### config.mk
export PLATFORM = sky130hd
export DESIGN_NAME = uart_tx_framer
export DESIGN_NICKNAME = d
export VERILOG_FILES = /design/src/rtl/uart_tx_pkg.sv /design/src/rtl/tx_bit_timer.sv /design/src/rtl/tx_frame_shifter.sv /design/src/rtl/tx_launch_ctrl.sv /design/src/rtl/uart_tx_framer.sv
export SDC_FILE = /design/constraint.sdc
export NUM_CORES = 1
export LEC_CHECK = 0
export BUFFER_PORTS_ARGS = -buffer_cell sky130_fd_sc_hd__buf_2
export CORE_ASPECT_RATIO = 0.6
export CORE_MARGIN = 3
export CORE_UTILIZATION = 30
export CTS_CLUSTER_DIAMETER = 60
export DETAILED_ROUTE_END_ITERATION = 6
export PLACE_DENSITY = 0.54
export SLEW_MARGIN = 20
export SYNTH_ARGS = -nofsm -noshare
export SYNTH_HDL_FRONTEND = slang
export SYNTH_HIERARCHICAL = 1
export SYNTH_SLANG_ARGS = --single-unit
### constraint.sdc
create_clock -name clk -period 6.1 [get_ports clk]
set_clock_uncertainty 0.2 [all_clocks]
set_input_delay 0.61 -clock clk [delete_from_list [all_inputs] [get_ports clk]]
set_output_delay 0.61 -clock clk [all_outputs]
set_load 0.02 [all_outputs]
### src/rtl/uart_tx_pkg.sv
package uart_tx_pkg;

    localparam int DATA_MAX  = 8;
    localparam int DATA_MIN  = 5;
    localparam int FRAME_MAX = DATA_MAX + 4;
    localparam int SLOT_W    = $clog2(FRAME_MAX + 1);

    typedef struct packed {
        logic [1:0] width_code;
        logic       par_en;
        logic       par_odd;
        logic       two_stop;
    } tx_cfg_t;

    typedef enum logic [1:0] {
        LAUNCH_NONE  = 2'd0,
        LAUNCH_DATA  = 2'd1,
        LAUNCH_BREAK = 2'd2
    } launch_e;

    typedef struct packed {
        logic [FRAME_MAX-1:0] bits;
        logic [SLOT_W-1:0]    len;
    } frame_t;

    function automatic int data_bits(input logic [1:0] code);
        return DATA_MIN + int'(code);
    endfunction

    function automatic logic calc_parity(input logic [DATA_MAX-1:0] d,
                                         input logic [1:0] code,
                                         input logic odd);
        logic p;
        p = odd;
        for (int i = 0; i < DATA_MAX; i++) begin
            if (i < data_bits(code)) p = p ^ d[i];
        end
        return p;
    endfunction

    function automatic frame_t build_frame(input logic [DATA_MAX-1:0] d,
                                           input tx_cfg_t c,
                                           input logic brk);
        frame_t f;
        int     w;
        int     n;
        logic   par;
        w      = data_bits(c.width_code);
        par    = calc_parity(d, c.width_code, c.par_odd);
        f.bits = '1;
        f.bits[0] = 1'b0;
        for (int i = 0; i < DATA_MAX; i++) begin
            if (i < w) f.bits[i+1] = d[i];
        end
        for (int i = 0; i < FRAME_MAX; i++) begin
            if (c.par_en && (i == w + 1)) f.bits[i] = par;
        end
        n = 2 + w + int'(c.par_en) + int'(c.two_stop);
        if (brk) f.bits = '0;
        f.len = SLOT_W'(n);
        return f;
    endfunction

endpackage

### src/rtl/tx_bit_timer.sv
module tx_bit_timer #(
    parameter int TICKS = 16
) (
    input  logic clk,
    input  logic rst,
    input  logic tick,
    input  logic active,
    input  logic load,
    output logic bit_end
);
    localparam int CW = $clog2(TICKS);
    localparam logic [CW-1:0] LAST = CW'(TICKS - 1);

    logic [CW-1:0] cnt;

    always_ff @(posedge clk) begin
        if (rst || load) begin
            cnt <= '0;
        end else if (active && tick) begin
            cnt <= (cnt == LAST) ? '0 : cnt + 1'b1;
        end
    end

    assign bit_end = active && tick && (cnt == LAST);
endmodule

### src/rtl/tx_frame_shifter.sv
module tx_frame_shifter
    import uart_tx_pkg::*;
(
    input  logic   clk,
    input  logic   rst,
    input  logic   load,
    input  frame_t frame_in,
    input  logic   advance,
    output logic   txd,
    output logic   active
);
    logic [FRAME_MAX-1:0] rest;
    logic [SLOT_W-1:0]    left;

    always_ff @(posedge clk) begin
        if (rst) begin
            txd  <= 1'b1;
            rest <= '1;
            left <= '0;
        end else if (load) begin
            txd  <= frame_in.bits[0];
            rest <= {1'b1, frame_in.bits[FRAME_MAX-1:1]};
            left <= frame_in.len;
        end else if (advance) begin
            if (left == SLOT_W'(1)) begin
                txd <= 1'b1;
            end else begin
                txd <= rest[0];
            end
            rest <= {1'b1, rest[FRAME_MAX-1:1]};
            left <= left - 1'b1;
        end
    end

    assign active = (left != '0);
endmodule

### src/rtl/tx_launch_ctrl.sv
module tx_launch_ctrl
    import uart_tx_pkg::*;
(
    input  logic    clk,
    input  logic    rst,
    input  logic    tick,
    input  logic    active,
    input  logic    byte_valid,
    input  logic    brk_req,
    input  logic    afc_en,
    input  logic    cts_n,
    output logic    byte_ready,
    output launch_e launch,
    output logic    brk_pend
);
    logic slot_free;
    logic cts_ok;

    assign slot_free  = !active && tick;
    assign cts_ok     = !afc_en || !cts_n;
    assign byte_ready = slot_free && !brk_pend && cts_ok;

    always_comb begin
        if (slot_free && brk_pend) begin
            launch = LAUNCH_BREAK;
        end else if (byte_ready && byte_valid) begin
            launch = LAUNCH_DATA;
        end else begin
            launch = LAUNCH_NONE;
        end
    end

    always_ff @(posedge clk) begin
        if (rst) begin
            brk_pend <= 1'b0;
        end else begin
            brk_pend <= brk_req || (brk_pend && (launch != LAUNCH_BREAK));
        end
    end
endmodule

### src/rtl/uart_tx_framer.sv
module uart_tx_framer
    import uart_tx_pkg::*;
#(
    parameter int TICKS_PER_BIT = 16
) (
    input  logic       clk,
    input  logic       rst,
    input  logic       tick16,
    input  logic       byte_valid,
    input  logic [7:0] byte_data,
    output logic       byte_ready,
    input  logic [1:0] cfg_width,
    input  logic       cfg_par_en,
    input  logic       cfg_par_odd,
    input  logic       cfg_two_stop,
    input  logic       brk_req,
    input  logic       afc_en,
    input  logic       cts_n,
    output logic       txd,
    output logic       busy,
    output logic       all_sent
);
    tx_cfg_t cfg;
    launch_e launch;
    frame_t  next_frame;
    logic    load;
    logic    bit_end;
    logic    active;
    logic    brk_pend;

    assign cfg        = '{width_code: cfg_width, par_en: cfg_par_en,
                          par_odd: cfg_par_odd, two_stop: cfg_two_stop};
    assign next_frame = build_frame(byte_data, cfg, launch == LAUNCH_BREAK);
    assign load       = (launch != LAUNCH_NONE);

    tx_launch_ctrl i_ctrl (
        .clk        (clk),
        .rst        (rst),
        .tick       (tick16),
        .active     (active),
        .byte_valid (byte_valid),
        .brk_req    (brk_req),
        .afc_en     (afc_en),
        .cts_n      (cts_n),
        .byte_ready (byte_ready),
        .launch     (launch),
        .brk_pend   (brk_pend)
    );

    tx_bit_timer #(.TICKS(TICKS_PER_BIT)) i_timer (
        .clk     (clk),
        .rst     (rst),
        .tick    (tick16),
        .active  (active),
        .load    (load),
        .bit_end (bit_end)
    );

    tx_frame_shifter i_shift (
        .clk      (clk),
        .rst      (rst),
        .load     (load),
        .frame_in (next_frame),
        .advance  (bit_end),
        .txd      (txd),
        .active   (active)
    );

    assign busy     = active;
    assign all_sent = !active && !byte_valid && !brk_pend;
endmodule

==> metrics <==
via count between 1,000 and 1,500; post-synth top area cell dfxtp_1; critical path launch point type input port; height of the die ~62 µm; Num CTS Buffers 3; clock buffer depth 2; WS Path Type input port to flop; root buffer cell clkbuf_8; 1st-iter DRT viols just over 40; fin crit share between 40% and 50%; Initial Util around a third; DR pass1 iterations 4; die area ~0.0062 mm²; final net count ~230; Clk pwr share between 20% and 30%; total track usage just over 10%; Max Cap Viol 0; Area Growth Syn to Fin 12.12%; Overflow after GRT 0; post-cts hold buffer count 0; Seq/Total Area, Yosys between 20% and 30%; # DRC 0; worst skew pair latency 260 ps; CP Cell Sequence buf_2, inv_1, ha_1, inv_1, ha_1, nor2b_1, xnor2_1, xnor3_2, or3_1, a21oi_2, mux2i_1, nand2b_1; Final Critical Period approximately 2600 ps; die span in x 100.0 µm; CP Max Fanout 8; Sw Ratio 33.40%; RSZ-0062 raised after global routing no; Pint 0.2592 mW; Yosys cell types 45; Async SR Flop Fraction 0%; Routability Congestion 0.7474; Post-synth EDFFs 0; worst vdd ir ~80 µV; Worst-Margin Slew 798.0 ps; Hold Vio Cnt, Final 0; Worst R2R Setup Slack around 3600 ps; layout cells sized above 1 about a quarter; Slew HR between 40 and 50%; worst min-delay path class flop to flop; first-pass GRT wire length ~5400 µm; leak pwr 0.7363 nW; Placeable Area 0.004826 mm²; largest net degree at the start of global routing 26; Final setup violation count 0; CTS tree yes; YS warnings 6; Post-CTS Resized 0; DR WL/cell around 12 µm; # diodes 0; CTS sink cnt 21; Data arrival, critical path approximately 2600 ps; Crit. End Element flop; status completed; Place WS ~3200 ps; # fillers between 500 and 600; sequential power share ~42%; Yosys reg bits 21; setup TNS 0 ps; vias in the first global route approximately 1,100; ys flop type dfxtp_1; WL final slightly above 3000 µm; Cell Pwr Density between 200 and 250 mW/mm²; Peak Freq approximately 380 MHz; crit path setup slack, layout approximately 3500 ps; CP Data Required Time 6100 ps; Mapped Area approximately 0.0016 mm²; number of post-CTS setup repair buffers 0; Psw around 0.13 mW; H-Tree Level Count 1; Via-to-Cell Ratio approximately 4.5; mean area per synthesized cell roughly 9.4 µm²; cell count after synthesis 170; top post-synthesis cells by area dfxtp_1 (26%), ha_1 (10%), mux2i_1 (7.6%), mux2_2 (7.1%), nand2b_1 (5.1%); share of the synthesized area in the top cell type about a quarter; clock-pin slew on the worst setup and hold paths roughly 70 ps; Slew Viols, Final 0; Routed Antenna Nets 0; slowest CP cell or3_1; DP Wirelength around 2400 µm; initial antenna violation count 0; row cnt 19; Mapped Nets between 200 and 250; Ports 24; Port Buffers 23; Worst path max stage delay around 350 ps; combinational share of power 35.7%
## final cells by class
type | instances | area, µm² | share of cell area, %
clock buffers | 4 | 45.04 | 2.526
inverters | 12 | 45.04 | 2.526
multi-input cells | 130 | 1071 | 60.07
flip-flops and latches | 21 | 420.4 | 23.58
well taps | 63 | 78.83 | 4.421
repair buffers | 24 | 122.6 | 6.877
## sequential cells by signal, indices dropped and copies added (netlist names)
signal	count
i_shift/txd	1
i_shift/left	4
i_shift/rest	11
i_ctrl/brk_pend	1
i_timer/cnt	4
## cell usage after synthesis, drive strengths merged, types with 6 or more instances
cell type	instances
xnor2	6
a21oi	9
inv	12
mux2	10
nor2	6
xor2	6
nand2	10
dfxtp	21
buf	6
ha	13
nor2b	7
nand2b	13
mux2i	12
## kinds of logic (layout without fill, tap and decap cells)
kind of cell,count (synthesis),after routing,share of synthesized area (%)
and+or+nand+nor,52,52,19.51
AOI/OAI and AO/OA,28,28,12.90
muxes,22,22,14.63
DFF,21,21,26.44
buffers and inverters,19,40,6.215
adders and majority gates,14,14,11.49
xor gates and xnor gates,13,13,8.576
other,1,1,0.2358
## cells in the final DEF (no fill, tap or decap), drive strengths merged, types with 2 or more instances in the layout
cell type,count
nand2,10
a21oi,9
nand2b,13
clkbuf,4
nand3,3
ha,13
o21a,3
xor2,6
mux2,10
nor2,6
mux2i,12
a211oi,4
inv,12
and2,2
nor3,4
buf,24
a311oi,3
or3,2
a41oi,2
xnor2,6
dfxtp,21
o21ai,2
nor2b,7
## through the flow
stage | power, mW | cells | util [%] | area (µm²) | hold WS [ps]
finish | 0.3891 | 254 | 36.95 | 1783 | 307.3
global route | 0.4191 | 254 | 36.95 | 1783 | 329.3
CTS | 0.3952 | 254 | 36.95 | 1783 | 316.8
detailed placement | 0.3045 | 250 | 36.01 | 1738 | 302.7
global placement | 0.3054 | 250 | 36.01 | 1738 | 293.3
floorplan | 0.2697 | 170 | - | 1590 | 270.0
## critical path, delay by kind of cell
kind / cells / cell delay (ps)
simple gates: 3 / 590
xor+xnor: 2 / 480
fa+ha+maj: 2 / 410
buf+inv: 3 / 330
compound gates: 1 / 120
mux: 1 / 80
## per-layer routing
layer  GRT usage, %  share of wire, %  wire length [µm]  vias to the layer above
li1               -                 -                 -                      624
met1          17.53                59              1822                      504
met2          12.87                37              1132                       16
met3          3.122               3.7               115                        0
met4              0                 0                 0                        0
met5              0                 0                 0                        -
## path summary, 6_finish.rpt
path | from | to | cells past startpoint
setup / recovery | cfg_width[0] | i_shift/rest[3] | 12
hold / removal | i_shift/txd | i_shift/txd | 2
setup reg to reg | i_shift/left[0] | i_shift/rest[8] | 9
hold reg to reg | i_shift/txd | i_shift/txd | 2
## power by group through the flow
| stage | Combinational (mW) | Sequential (mW) | Clock, mW |
|---|---|---|---|
| 2_1_floorplan | 0.106 | 0.163 | 0 |
| 3_3_place_gp | 0.141 | 0.165 | 0 |
| 3_5_place_dp | 0.140 | 0.165 | 0 |
| 4_1_cts | 0.140 | 0.161 | 0.0934 |
| 5_1_grt | 0.157 | 0.163 | 0.0987 |
| 6_report | 0.139 | 0.161 | 0.0890 |
(Power assumes the default switching activity.)
